==> src/rtl/lockdet_pkg.sv <==
package lockdet_pkg;
  typedef enum logic [1:0] {
    EXT_RAW   = 2'd0,
    EXT_SHORT = 2'd1,
    EXT_MID   = 2'd2,
    EXT_LONG  = 2'd3
  } ext_mode_e;
endpackage

==> src/rtl/lockdet_width.sv <==
module lockdet_width #(
  parameter int unsigned CW  = 5,
  parameter int unsigned SAT = 16
) (
  input  logic          clk_i,
  input  logic          rst_ni,
  input  logic          clr_i,
  input  logic          perr_i,
  input  logic [CW-1:0] thr_i,
  output logic          over_o
);
  logic [CW-1:0] run_q;

  // consecutive high cycles seen before the current one, saturating
  always_ff @(posedge clk_i or negedge rst_ni) begin
    if (!rst_ni) run_q <= '0;
    else if (clr_i || !perr_i) run_q <= '0;
    else if (run_q != CW'(SAT)) run_q <= run_q + CW'(1);
  end

  assign over_o = perr_i && !clr_i && (run_q >= thr_i);
endmodule

==> src/rtl/lockdet_stretch.sv <==
module lockdet_stretch
  import lockdet_pkg::*;
#(
  parameter int unsigned EW = 7,
  parameter int unsigned E1 = 4,
  parameter int unsigned E2 = 16,
  parameter int unsigned E3 = 64
) (
  input  logic      clk_i,
  input  logic      rst_ni,
  input  logic      clr_i,
  input  logic      tick_i,
  input  logic      hit_i,
  input  logic      raw_i,
  input  ext_mode_e mode_i,
  output logic      unlock_o,
  output logic      locked_o
);
  logic [EW-1:0] len, cnt_q;
  logic          raw_q, clean_q, lock_q;

  always_comb begin
    case (mode_i)
      EXT_SHORT: len = EW'(E1);
      EXT_MID:   len = EW'(E2);
      EXT_LONG:  len = EW'(E3);
      default:   len = '0;
    endcase
  end

  always_ff @(posedge clk_i or negedge rst_ni) begin
    if (!rst_ni) begin
      cnt_q   <= '0;
      raw_q   <= 1'b0;
      clean_q <= 1'b0;
      lock_q  <= 1'b0;
    end else if (clr_i) begin
      cnt_q   <= '0;
      raw_q   <= 1'b0;
      clean_q <= 1'b0;
      lock_q  <= 1'b0;
    end else begin
      raw_q <= raw_i;
      // a fresh event reloads the full extension, beating a tick
      if (hit_i) cnt_q <= len;
      else if (tick_i && cnt_q != '0) cnt_q <= cnt_q - EW'(1);
      // clean_q: a period boundary has passed and no event since it
      if (tick_i) begin
        lock_q  <= clean_q & ~hit_i;
        clean_q <= 1'b1;
      end else if (hit_i) begin
        lock_q  <= 1'b0;
        clean_q <= 1'b0;
      end
    end
  end

  assign unlock_o = (mode_i == EXT_RAW) ? raw_q : (cnt_q != '0);
  assign locked_o = lock_q;
endmodule

==> src/rtl/lock_watch.sv <==
module lock_watch
  import lockdet_pkg::*;
#(
  parameter int unsigned THR0 = 2,
  parameter int unsigned THR1 = 4,
  parameter int unsigned THR2 = 8,
  parameter int unsigned THR3 = 16,
  parameter int unsigned EXT1 = 4,
  parameter int unsigned EXT2 = 16,
  parameter int unsigned EXT3 = 64
) (
  input  logic       clk_i,
  input  logic       rst_ni,
  input  logic       ref_tick_i,
  input  logic       perr_a_i,
  input  logic       perr_b_i,
  input  logic [1:0] thr_sel_i,
  input  logic [1:0] ext_sel_i,
  input  logic       dual_en_i,
  input  logic       standby_i,
  input  logic       cfg_chg_i,
  output logic       unlock_a_o,
  output logic       unlock_b_o,
  output logic       locked_a_o,
  output logic       locked_b_o
);
  localparam int unsigned NCH     = 2;
  localparam int unsigned THR_MAX = (THR3 > THR2) ? ((THR3 > THR1) ? ((THR3 > THR0) ? THR3 : THR0) : THR1)
                                                  : ((THR2 > THR1) ? ((THR2 > THR0) ? THR2 : THR0) : THR1);
  localparam int unsigned CW      = $clog2(THR_MAX + 1);
  localparam int unsigned EW      = $clog2(EXT3 + 1);

  logic [CW-1:0] thr_cyc;
  logic          b_active;
  logic [NCH-1:0] perr, clr, over, hit, unl, lck;
  ext_mode_e     mode;

  always_comb begin
    case (thr_sel_i)
      2'd0:    thr_cyc = CW'(THR0);
      2'd1:    thr_cyc = CW'(THR1);
      2'd2:    thr_cyc = CW'(THR2);
      default: thr_cyc = CW'(THR3);
    endcase
  end

  assign mode     = ext_mode_e'(ext_sel_i);
  assign b_active = dual_en_i & ~standby_i;
  assign perr     = {perr_b_i, perr_a_i};
  assign clr      = {~b_active, 1'b0};

  for (genvar c = 0; c < NCH; c++) begin : g_ch
    lockdet_width #(.CW(CW), .SAT(THR_MAX)) u_width (
      .clk_i  (clk_i),
      .rst_ni (rst_ni),
      .clr_i  (clr[c]),
      .perr_i (perr[c]),
      .thr_i  (thr_cyc),
      .over_o (over[c])
    );

    assign hit[c] = over[c] | (cfg_chg_i & ~clr[c]);

    lockdet_stretch #(.EW(EW), .E1(EXT1), .E2(EXT2), .E3(EXT3)) u_stretch (
      .clk_i    (clk_i),
      .rst_ni   (rst_ni),
      .clr_i    (clr[c]),
      .tick_i   (ref_tick_i),
      .hit_i    (hit[c]),
      .raw_i    (perr[c] | cfg_chg_i),
      .mode_i   (mode),
      .unlock_o (unl[c]),
      .locked_o (lck[c])
    );
  end

  assign unlock_a_o = unl[0];
  assign locked_a_o = lck[0];
  assign unlock_b_o = unl[1] & b_active;
  assign locked_b_o = lck[1] & b_active;
endmodule

==> config.mk <==
export PLATFORM = sky130hd
export DESIGN_NAME = lock_watch
export DESIGN_NICKNAME = d
export VERILOG_FILES = /design/src/rtl/lockdet_pkg.sv /design/src/rtl/lockdet_width.sv /design/src/rtl/lockdet_stretch.sv /design/src/rtl/lock_watch.sv
export SDC_FILE = /design/constraint.sdc
export NUM_CORES = 1
export LEC_CHECK = 0
export BUFFER_PORTS_ARGS = -buffer_cell sky130_fd_sc_hd__buf_2
export CAP_MARGIN = 0
export CORE_AREA = 2 2 70 72
export CTS_CLUSTER_DIAMETER = 30
export CTS_CLUSTER_SIZE = 20
export DETAILED_ROUTE_END_ITERATION = 7
export DIE_AREA = 0 0 72 74
export PLACE_DENSITY = 0.67
export SLEW_MARGIN = 20
export SYNTH_ARGS = -nofsm -noshare
export SYNTH_HDL_FRONTEND = slang
export SYNTH_HIERARCHICAL = 1
export SYNTH_SLANG_ARGS = --single-unit
==> constraint.sdc <==
create_clock -name clk_i -period 3.91 [get_ports clk_i]
set_input_delay 0.782 -clock clk_i [delete_from_list [all_inputs] [get_ports clk_i]]
set_output_delay 0.782 -clock clk_i [all_outputs]
set_load 0.01 [all_outputs]
After elaboration in Yosys (flattened, before gate mapping)
Index checks and enable logic that the tools add are counted.

storage, ports and cells
  bits in registers = 30
  bits of input ports = 12
  output and inout port bits = 4
  word-level logic and storage cells = 76

operators by class
  add/subtract/negate cells = 4
  $lt $le $gt $ge = 2
  eq/ne operators = 10
  multiplexer cells = 22
  bitwise gates (word level) = 14
  reductions and logical operators = 14

operators by type and width
  operator                                                                  number
  7-bit two-way mux                                                         5
  7-bit one-hot mux with 3 select lines                                     1
  5-bit two-way mux                                                         4
  5-bit one-hot mux with 3 select lines                                     1
  7-bit nonzero test                                                        2
  7-bit by 1-bit subtractor with 7-bit output (second input constant)       2
  1-bit two-way mux                                                         11
  5-bit by 1-bit adder with 5-bit output (second input constant)            2
  5-bit >= comparator                                                       2
  5-bit inequality test (second input constant)                             2
  1-bit bitwise AND                                                         6
  2-bit == test (second input constant)                                     3
  2-bit nonzero test                                                        3
  1-bit logical AND                                                         5
  2-bit by 1-bit == test with 1-bit output (second input constant)          2
  2-bit zero test                                                           2
  1-bit inverter                                                            4
  1-bit bitwise OR                                                          4
  3-bit by 1-bit inequality test with 1-bit output (second input constant)  1
  3-bit by 2-bit inequality test with 1-bit output (second input constant)  1
  2-bit by 1-bit inequality test with 1-bit output (second input constant)  1
  1-bit zero test                                                           1
  1-bit logical OR                                                          1

Logic depth before layout (Yosys ltp)
Gate-level depths: netlist (run 1).

  word-level depth = 9
  gate-level depth with buffers = 10
  gate-level depth less buffers = 10

Modules after synthesis
Netlist (run 1), hierarchy kept.

modules (own cells, without submodules)
  module           times used  cells an instance  area an instance (um^2)  seq. area each (um^2)
  lockdet_stretch  2           54                 559.3                    250.2
  lockdet_width    2           40                 380.4                    125.1
  lock_watch       1           13                 82.6                     0.0

Least setup slack after synthesis (run 1)
OpenSTA, ideal clock, no wires.

  path kind = input port to flip-flop
  from = input port thr_sel_i[0]
  to = register g_ch[0].u_stretch.cnt_q[4]
  setup time = 68 ps
  arrival = 2,482 ps
  required time = 3,842 ps
  slack = 1,360 ps
  cell stages on the path = 10
  buffers on the path = 0
  cell sequence = nor2b_1 > inv_1 > ha_1 > a21o_1 > a31oi_1 > o21ai_0 > or2_1 > nor2_1 > o311a_2 > a311o_1

on the way
  cells in the longest elaborated chain, start to end = 6
  elaborated cells on any way between the ends = 9
  those cells by class = order compare (1); eq/ne (2); mux (2); bitwise (1); reduce/logical (3)

ends and longest elaborated chain
  element                                                  RTL line               source
  start, declared                                          lock_watch.sv:17       input logic [1:0] thr_sel_i,
  2-bit == test, or another cell as far along              lock_watch.sv:39       case (thr_sel_i)
  5-bit one-hot mux with 3 select lines (*)                lock_watch.sv:39
  5-bit >= comparator (*)                                  lockdet_width.sv:21    assign over_o = perr_i && !clr_i && (run_q >= thr_i);
  1-bit logical AND (*)                                    lockdet_width.sv:21
  named net over[0]                                        lock_watch.sv:35       logic [NCH-1:0] perr, clr, over, hit, unl, lck;
  1-bit bitwise OR (*)                                     lock_watch.sv:62       assign hit[c] = over[c] | (cfg_chg_i & ~clr[c]);
  named net hit[0]                                         lock_watch.sv:35
  7-bit two-way mux or 2-bit nonzero test (tied branches)  --
  end signal, assigned                                     lockdet_stretch.sv:45  if (hit_i) cnt_q <= len;
  end signal, assigned                                     lockdet_stretch.sv:46  else if (tick_i && cnt_q != '0) cnt_q <= cnt_q - EW'(1);
  end, declared                                            lockdet_stretch.sv:19  logic [EW-1:0] len, cnt_q;

The timed path passes the listed nets; every way through them passes the cells marked *.
A chain may end at the register's enable or synchronous reset.

Worst setup path after layout (run 1)
  from = input port thr_sel_i[0]
  to = register g_ch[0].u_stretch.cnt_q[4]

on the way
  cells in the longest elaborated chain, start to end = 6
  elaborated cells on any way between the ends = 9
  those cells by class = order compare (1); eq/ne (2); mux (2); bitwise (1); reduce/logical (3)

ends and longest elaborated chain
  element                                                  RTL line             source
  2-bit == test, or another cell as far along              lock_watch.sv:39
  5-bit one-hot mux with 3 select lines (*)                lock_watch.sv:39
  named net thr_cyc[2]                                     lock_watch.sv:33     logic [CW-1:0] thr_cyc;
  5-bit >= comparator (*)                                  lockdet_width.sv:21
  1-bit logical AND (*)                                    lockdet_width.sv:21
  named net over[0]                                        lock_watch.sv:35
  1-bit bitwise OR (*)                                     lock_watch.sv:62
  named net hit[0]                                         lock_watch.sv:35
  7-bit two-way mux or 2-bit nonzero test (tied branches)  --

Marks and branches as above.

==> flow_summary.yaml, run 1 <==
critical_path:
  required_ns: 4.13
  worstRegToRegCells: 8
  cp_data_arrival_time_ns: 2.82
  worstSetupPathType: "input pin to flop"
  cpPeakStageDelay_ns: 0.36
  r2r_slack_ns: 1.71
  crit_fanout: 8
  path_cells: "buf_2, nor2b_1, inv_1, ha_1, a21o_1, a31oi_1, o21ai_0, or2_1, nor2_1, o311a_2, a311o_1"
  cp-start-kind: "input pin"
  cpMaxStageDelayCell: "nor2_1"
  timing.rr.start: "g_ch[0].u_width/run_q[2]"
  endpoint_kind: "flop"
  r2r_end: "g_ch[0].u_stretch/cnt_q[4]"
pwr:
  switchingPower_mw: 0.198
  netSwitchingFraction_pct: 23.3
  combinationalPowerShare_pct: 15.1
  seq_power_share_pct: 39.2
  peakVddDrop_uv: 266
  power_leakage_nw: 1.07
  pwr-share-clk_pct: 45.7
  power_per_cell_area_nw_per_um2: 378
  internal_power_mw: 0.653
  p_total_mw: 0.852
placed_design:
  dpl-instance-area_sq_um: 2110
  preCtsSetupSlack_ns: 1.01
  dp_hpwl_mm: 2.66
  port_buffers: 15
  dp.cells: 272
  place_congestion: 0.755
cells_and_area:
  multi_input_area_sq_um: 1150
  regArea_sq_um: 751
  final_core_util_pct: 49.0
  drive_gt1_share_pct: 16.8
  layoutNonFillerInstCount: 280
  nFillCells: 413
  antenna_cells: 0
  area_growth_pct: 14.9
  fin_area_sq_um: 2250
  layout.nets: 253
grt:
  antenna_found_initial: 0
  grt_max_degree: 31
  grt_pass1_vias: 1419
  grt_overflow: 0
  grt_use_total_pct: 15.4
  grt_pass1_wl_mm: 6.53
detailed_routing:
  drt-initial-drc-count: 148
  wl_met3_microns: 99
  via_per_inst: 5.26
  drt_wl_total_mm: 3.53
  wl_met2_mm: 1.67
  drtAntennaViolNets: 0
  m1WireLength_mm: 1.73
  vias: 1472
  dr.pass1.iters: 4
  highest_layer: "met4"
  wl_per_cell_microns: 12.6
  drc: 0
synth:
  synth-seq-area-share_pct: 38.3
  yosysWarnings: 6
  syn_avg_cell_area_sq_um: 9.76
  synth.distinct_cells: 36
  syn_inst: 201
  ys_ff_latch: 30
  syn_area_sq_um: 1960
clock_network:
  holdBufCountCts: 0
  cts_buffers: 5
  clk_pin_slew_ns: 0.07
  clock_path_buffers: 2
  clk_latency_ns: 0.28
  cts_tree: "done"
  post_cts_buffers: 0
  cts-root-buf: "clkbuf_8"
  htreeDepth: 2
  cts_resized: 0
  cts_sinks: 30
sta:
  rsz0062_at_grt: "false"
  max_freq_ghz: 0.384
  report.final.slew_viol_count: 0
  final-setup-viol-count: 0
  setup_ws_ns: 1.31
  whs_ns: 0.533
  fin_crit_sh_pct: 66.5
  relSlewSlack_pct: 55.6
  worst_clock_skew_ns: 0.00905
  tightest_slew_ns: 0.666
  finalSetupTns_ns: 0
  hold_violations: 0
  period_minus_slack_ns: 2.60
die:
  initial_core_util_pct: 42.7
  num_rows: 25
  pin_count: 16
  die_h_microns: 74
  die-area_sq_um: 5330
  fp.dieW_microns: 72
  core_sq_um: 4600
run_status:
  status: "complete, no violations"
job:
  drv_cap: 0
min_path:
  hold_class: "input pin to async pin"
## kinds of logic after synthesis
kind of cell | count (synthesis) | share of synthesized area, %
buf+inv | 21 | 4.02
fa+ha+maj | 16 | 10.2
flops | 30 | 38.3
compound gates | 39 | 14.2
mux | 10 | 5.10
simple gates | 76 | 24.5
xor+xnor | 8 | 3.57
other cells | 1 | 0.191
## worst max path at each step
stage	from	end	slack (ns)	cells after the start
floorplan	thr_sel_i[0]	g_ch[0].u_stretch/cnt_q[4]	1.36	10
global placement	thr_sel_i[0]	g_ch[0].u_stretch/cnt_q[4]	1.06	11
detailed placement	thr_sel_i[0]	g_ch[0].u_stretch/cnt_q[4]	1.01	11
CTS	thr_sel_i[0]	g_ch[0].u_stretch/cnt_q[4]	1.30	11
global route	thr_sel_i[0]	g_ch[1].u_stretch/cnt_q[4]	1.09	11
finish	thr_sel_i[0]	g_ch[0].u_stretch/cnt_q[4]	1.31	11
## placed cells by master (no fill, tap or decap), types with 3 or more instances in the layout
master | Yosys | layout
dfrtp_1 | 30 | 30
xnor2_1 | 4 | 4
nand2_1 | 10 | 10
clkbuf_8 | 0 | 6
inv_1 | 19 | 19
a21oi_1 | 10 | 10
ha_1 | 16 | 16
nand2b_1 | 6 | 6
or2_1 | 3 | 3
a21o_1 | 5 | 5
mux2i_1 | 10 | 10
o21ai_0 | 6 | 6
nor2_1 | 17 | 17
nor3_1 | 4 | 4
conb_1 | 1 | 5
nand3_1 | 8 | 8
xor2_1 | 4 | 4
and2_1 | 5 | 5
or3_1 | 4 | 4
nor2b_1 | 6 | 6
buf_2 | 0 | 15
## area by class of cell
type / count / share of cell area (%)
clock buffer: 6 / 3.66
clock inverter: 2 / 2.66
inverter: 19 / 3.16
multi-input combinational: 154 / 50.9
sequential: 30 / 33.3
tap: 54 / 3.00
timing repair buffer: 15 / 3.33
## cell usage after synthesis
cell type	n	area, sq um
a311o_1	2	20.0
a21oi_1	10	50.1
a221oi_1	2	17.5
o21ai_0	6	30.0
nor3_1	4	20.0
or4_2	2	17.5
dfrtp_1	30	751
xor2_1	4	35.0
nand2b_1	6	37.5
a21o_1	5	37.5
ha_1	16	200
and2_1	5	31.3
xnor2_1	4	35.0
or4b_4	2	27.5
inv_1	19	71.3
nor4b_4	2	47.6
nor2b_4	1	13.8
or2_2	2	12.5
or2_1	3	18.8
and4bb_4	2	32.5
clkbuf_1	2	7.51
nor2b_1	6	37.5
a2111o_1	2	22.5
nand2_1	10	37.5
o311a_2	2	22.5
a31oi_1	2	12.5
a21boi_1	2	15.0
a21boi_0	2	15.0
a211o_2	2	20.0
nand3_1	8	40.0
o211ai_1	2	15.0
mux2i_1	10	100
or3_1	4	25.0
nor4b_1	2	17.5
conb_1	1	3.75
nor2_1	17	63.8
## layer usage
metal	vias up	GRT usage [%]
met2	16	24.8
met1	699	20.9
met3	4	3.39
met5	-	0
li1	753	-
met4	0	5.03
## worst max-delay path: cells and delay by family
family                     cells  cell delay (ns)
AOI/OAI and AO/OA              5             0.73
adders and majority gates      1             0.30
and+or+nand+nor                3             0.83
buffers and inverters          2             0.16
## flip-flops by register name, summed over array words and instances (netlist names)
register	flops
g_ch.u_stretch/clean_q	2
g_ch.u_stretch/cnt_q	14
g_ch.u_stretch/locked_o	2
g_ch.u_stretch/raw_q	2
g_ch.u_width/run_q	10
## power groups by stage
stage	Combinational (mW)	Clock, mW	Sequential [mW]
after floorplan	0.0930	0	0.337
after global routing	0.147	0.416	0.336
after detailed placement	0.128	0	0.340
after CTS	0.129	0.399	0.334
after global placement	0.128	0	0.340
final	0.128	0.389	0.334
Power figures use the tool's default switching activity.
==> inputs of run 2 (changes only) <==
--- a/config.mk
+++ b/config.mk
@@ -12,7 +12,7 @@
 export CTS_CLUSTER_SIZE = 20
 export DETAILED_ROUTE_END_ITERATION = 7
 export DIE_AREA = 0 0 72 74
-export PLACE_DENSITY = 0.67
+export PLACE_DENSITY = 0.69
 export SLEW_MARGIN = 20
 export SYNTH_ARGS = -nofsm -noshare
 export SYNTH_HDL_FRONTEND = slang
==> constraint.sdc (replaced) <==
create_clock -name clk_i -period 2.25 [get_ports clk_i]
set_input_delay 0.45 -clock clk_i [delete_from_list [all_inputs] [get_ports clk_i]]
set_output_delay 0.45 -clock clk_i [all_outputs]
set_load 0.01 [all_outputs]
==> flow_summary.yaml, run 2 (synthesis gave the netlist of run 1 again) <==
run_status:
  status: "complete, no violations"
cells_and_area:
  mostFrequentLayoutCells: "dfrtp_1, inv_1, nor2_1, ha_1, buf_2"
  largest_reg_flops: 14
  fin_area_sq_um: 2300
  regMostFlops: "g_ch.u_stretch/cnt_q"
  final_common_cell: "dfrtp_1"
  nFillCells: 432
  layoutNonFillerInstCount: 292
  antenna_cells: 0
  largestRegisters: "g_ch.u_stretch/cnt_q x14, g_ch.u_width/run_q x10"
  area_growth_pct: 17.2
  final_core_util_pct: 50.0
  layout.nets: 266
  drive_gt1_share_pct: 22.3
detailed_routing:
  via_per_inst: 5.23
  wl_per_cell_microns: 12.6
  drt-initial-drc-count: 85
  drt_wl_total_mm: 3.69
  drc: 0
  dr.pass1.iters: 4
  vias: 1527
  drtAntennaViolNets: 0
sta:
  rsz0062_at_grt: "false"
  tightest_slew_ns: 0.697
  report.final.slew_viol_count: 0
  fin_crit_sh_pct: 95.4
  setup_ws_ns: 0.103
  max_freq_ghz: 0.466
  whs_ns: 0.215
  worst_clock_skew_ns: 0.00369
  hold_violations: 0
  final-setup-viol-count: 0
  relSlewSlack_pct: 53.6
  period_minus_slack_ns: 2.15
  finalSetupTns_ns: 0
critical_path:
  r2r_slack_ns: 0.26
  worstRegToRegCells: 7
  cp-start-kind: "flop"
  cpMaxStageDelayCell: "dfrtp_1"
  cp_data_arrival_time_ns: 1.70
  timing.rr.start: "g_ch[0].u_width/run_q[2]"
  r2r_end: "g_ch[0].u_stretch/cnt_q[1]"
  crit_fanout: 3
  endpoint_kind: "output port"
  cpPeakStageDelay_ns: 0.40
  path_cells: "inv_1, ha_2, nor4b_4, a21oi_1, a21o_1, and2_1, buf_2"
  worstSetupPathType: "flop to output port"
  crit_end: "unlock_b_o"
  cp-startpoint: "g_ch[1].u_stretch/cnt_q[0]"
  required_ns: 1.80
die:
  fp.dieW_microns: 72
  die-area_sq_um: 5330
  die_h_microns: 74
  pin_count: 16
  core_sq_um: 4600
  initial_core_util_pct: 42.7
  num_rows: 25
pwr:
  power_per_cell_area_nw_per_um2: 541
  p_total_mw: 1.24
  peakVddDrop_uv: 346
  power_leakage_nw: 1.10
clock_network:
  clock_path_buffers: 2
  clk_pin_slew_ns: 0.06
  cts_tree: "done"
  cts-root-buf: "clkbuf_8"
  cts_buffers: 5
  cts_sinks: 30
  holdBufCountCts: 0
  clk_latency_ns: 0.28
  htreeDepth: 2
placed_design:
  port_buffers: 15
  dpl-instance-area_sq_um: 2190
  dp_hpwl_mm: 2.77
  place_congestion: 0.775
  dp.cells: 282
  preCtsSetupSlack_ns: -0.146
grt:
  grt_overflow: 0
  grt_max_degree: 31
  grt_pass1_vias: 1516
  grt_pass1_wl_mm: 6.65
  antenna_found_initial: 0
  grt_use_total_pct: 16.2
min_path:
  hold_class: "input pin to async pin"
job:
  drv_cap: 0
## run 2: cell types whose count changed in the layout (fill, tap and decap cells not counted), sizes merged
| cell | delta |
|---|---|
| buf | +13 |
| clkbuf | +1 |
| bufinv | -2 |
## run 2: report_power, final
| group | internal [mW] | switching [mW] |
|---|---|---|
| Sequential | 0.560 | 0.0216 |
| Combinational | 0.132 | 0.128 |
| Clock | 0.212 | 0.190 |
| Total | 0.904 | 0.339 |
## run 2: worst max-delay path: cells and delay by family, from the launching register on
kind | cells | cell delay (ns)
AOI/OAI and AO/OA | 2 | 0.26
and+or+nand+nor | 2 | 0.36
buffers and inverters | 2 | 0.21
adders and majority gates | 1 | 0.19
DFF | 1 | 0.40
## run 2: what timing repair did
item | in CTS | in global routing
setup endpoints to repair | 0 | 9
endpoints found under the hold margin | 0 | 0
setup buffers | 0 | 3
resized for setup | 0 | 5
## run 2: final cells by class
cell class	count	area [sq um]	share of cell area, %
multi-input combinational	154	1160	50.5
sequential	30	751	32.7
timing repair buffer	28	173	7.51
clock buffer	7	76.3	3.32
inverter	19	71.3	3.10
tap	54	67.6	2.94
## run 2: how the worst min path moves through the flow
stage | startpoint | endpoint | depth (start not counted)
final | rst_ni | g_ch[1].u_width/run_q[2] | 1
after detailed placement | g_ch[0].u_stretch/clean_q | g_ch[0].u_stretch/clean_q | 2
after global placement | g_ch[0].u_stretch/clean_q | g_ch[0].u_stretch/clean_q | 2
after global routing | rst_ni | g_ch[0].u_stretch/cnt_q[2] | 1
after floorplan | rst_ni | g_ch[0].u_stretch/clean_q | 0
after CTS | rst_ni | g_ch[1].u_stretch/cnt_q[0] | 1
## run 2: routing by layer
metal	vias to the layer above	share of wire [%]	wire, microns	GRT usage, %
li1	777	-	-	-
met1	726	48	1770	21.3
met2	17	46	1710	25.2
met3	7	3.9	145	4.74
met4	0	1.6	59	6.92
met5	-	0	0	0
==> inputs of run 3 (changes only) <==
--- a/config.mk
+++ b/config.mk
@@ -7,14 +7,13 @@
 export LEC_CHECK = 0
 export BUFFER_PORTS_ARGS = -buffer_cell sky130_fd_sc_hd__buf_2
 export CAP_MARGIN = 0
-export CORE_AREA = 2 2 70 72
+export CORE_AREA = 2 2 67 69
 export CTS_CLUSTER_DIAMETER = 30
 export CTS_CLUSTER_SIZE = 20
 export DETAILED_ROUTE_END_ITERATION = 7
-export DIE_AREA = 0 0 72 74
-export PLACE_DENSITY = 0.69
+export DIE_AREA = 0 0 69 71
+export PLACE_DENSITY = 0.7
 export SLEW_MARGIN = 20
 export SYNTH_ARGS = -nofsm -noshare
 export SYNTH_HDL_FRONTEND = slang
-export SYNTH_HIERARCHICAL = 1
 export SYNTH_SLANG_ARGS = --single-unit
==> flow_summary.yaml, run 3 <==
sta:
  period_minus_slack_ns: 2.15
  relSlewSlack_pct: 48.1
  tightest_slew_ns: 0.773
  max_freq_ghz: 0.464
  rsz0062_at_grt: "false"
  setup_ws_ns: 0.0961
  hold_violations: 0
  report.final.slew_viol_count: 0
  whs_ns: 0.200
  final-setup-viol-count: 0
  finalSetupTns_ns: 0
  worst_clock_skew_ns: 0.00601
  fin_crit_sh_pct: 95.7
critical_path:
  cp_data_arrival_time_ns: 1.70
  crit_fanout: 3
  endpoint_kind: "output port"
  required_ns: 1.80
  cp-start-kind: "flop"
  worstSetupPathType: "flop to output port"
grt:
  antenna_found_initial: 0
  grt_overflow: 0
  grt_pass1_vias: 1315
  grt_use_total_pct: 15.0
  grt_max_degree: 31
  grt_pass1_wl_mm: 5.74
detailed_routing:
  dr.pass1.iters: 3
  via_per_inst: 5.09
  wl_per_cell_microns: 12.7
  drtAntennaViolNets: 0
  vias: 1354
  drt_wl_total_mm: 3.39
  drt-initial-drc-count: 43
  drc: 0
synth:
  synth-seq-area-share_pct: 41.6
  post-synth-top-area-cell: "dfrtp_1"
  synthFlopType: "dfrtp_1"
  synth_fp_nets: 211
  synth-async-reset-ratio_pct: 100
  yosysWarnings: 0
  yosysTopAreaCellShare_pct: 41.6
  ys_ff_latch: 30
  syn_area_sq_um: 1810
  synth.distinct_cells: 34
  synth.most_common_cell: "dfrtp_1"
  synthTopCellsByCount: "dfrtp_1, nor2_1, ha_1"
  syn_avg_cell_area_sq_um: 9.87
  syn_inst: 183
  synth_area_leaders: "dfrtp_1, ha_1, xnor2_1"
  synth_edf_count: 0
die:
  fp.dieW_microns: 69
  initial_core_util_pct: 42.9
  die-area_sq_um: 4900
  core_sq_um: 4200
  die_h_microns: 71
  pin_count: 16
  num_rows: 24
placed_design:
  place_congestion: 0.758
  dpl-instance-area_sq_um: 1950
  dp.cells: 250
  preCtsSetupSlack_ns: 0.0316
  dp_hpwl_mm: 2.37
  port_buffers: 15
cells_and_area:
  drive_gt1_share_pct: 23.8
  layout.nets: 241
  mostFrequentLayoutCells: "dfrtp_1, nor2_1, nand2_1, buf_2, ha_1"
  antenna_cells: 0
  final_common_cell: "dfrtp_1"
  fin_area_sq_um: 2150
  largest_reg_flops: 14
  final_core_util_pct: 51.0
  nFillCells: 403
  largestRegisters: "g_ch.u_stretch.cnt_q x14, g_ch.u_width.run_q x10"
  regMostFlops: "g_ch.u_stretch.cnt_q"
  area_growth_pct: 18.8
  layoutNonFillerInstCount: 266
clock_network:
  cts-root-buf: "clkbuf_8"
  clk_latency_ns: 0.28
  cts_buffers: 5
  cts_tree: "done"
  holdBufCountCts: 0
  clk_pin_slew_ns: 0.06
  cts_sinks: 30
  clock_path_buffers: 2
  htreeDepth: 2
pwr:
  peakVddDrop_uv: 410
  power_leakage_nw: 1.03
  p_total_mw: 1.49
  power_per_cell_area_nw_per_um2: 694
min_path:
  hold_class: "input pin to async pin"
run_status:
  status: "complete, no violations"
job:
  drv_cap: 0
## run 3: cell count changes in the layout (fill, tap and decap cells not counted), sizes merged, moves of 4 or more
cell    delta
xnor2      +8
conb       -5
inv        -7
nor2b      -5
a21boi     -4
nor4b      -4
nor4       +7
nand2      +5
a21o       -4
## run 3: critical path, stage by stage, from the launching register on
cell	delay [ns]
dfrtp_1	0.40
inv_2	0.09
ha_2	0.18
inv_1	0.09
nor4_4	0.29
o21ai_1	0.10
o311a_1	0.13
buf_2	0.14
## run 3: logic make-up (layout without fill, tap and decap cells)
group	after synthesis	in the layout	synth area share, %
AOI/OAI and AO/OA	23	23	10.2
muxes	8	8	4.50
buffers and inverters	14	45	3.12
DFF	30	30	41.6
adders and majority gates	16	16	11.1
and+or+nand+nor	77	77	22.2
xor gates and xnor gates	15	15	7.28
## run 3: timing repair
item,4_1_cts,5_1_grt
buffers inserted,4,4
setup endpoints to repair,2,2
pin swaps,4,2
gates resized for setup,5,8
## run 3: final cells by class
class                   instances  area (sq um)  area share (%)
clock buffers                   7          86.3            4.02
inverters                      12          45.0            2.10
repair buffers                 25           150            7.00
clock inverters                 1          5.00           0.233
well taps                      52          65.1            3.03
multi-input cells             139          1040            48.6
flip-flops and latches         30           751            35.0
## run 3: worst paths after layout
| check | cells past startpoint | slack, ns | endpoint | startpoint |
|---|---|---|---|---|
| max in group asynchronous | 1 | 1.61 | g_ch[1].u_width.run_q[4] | rst_ni |
| min | 1 | 0.20 | g_ch[0].u_width.run_q[0] | rst_ni |
| max reg2reg | 7 | 0.32 | g_ch[0].u_stretch.cnt_q[2] | g_ch[0].u_width.run_q[1] |
| max | 7 | 0.1 | unlock_b_o | g_ch[1].u_stretch.cnt_q[0] |
| min reg2reg | 2 | 0.50 | g_ch[1].u_stretch.clean_q | g_ch[1].u_stretch.clean_q |
| min in group clk_i | 2 | 0.43 | g_ch[0].u_stretch.raw_q | cfg_chg_i |
## run 3: metal layers
layer	up-vias	global-route usage, %	share of wire, %
met2	14	26.3	51
met5	-	0	0
met1	639	16.8	45
met4	0	8.28	2.3
li1	695	-	-
met3	6	3.56	2.1
## run 3: where the power goes
group	switching (mW)	total [mW]	internal, mW
logic	0.211	0.411	0.200
registers	0.0459	0.630	0.584
clock network	0.202	0.448	0.246
total	0.459	1.49	1.03
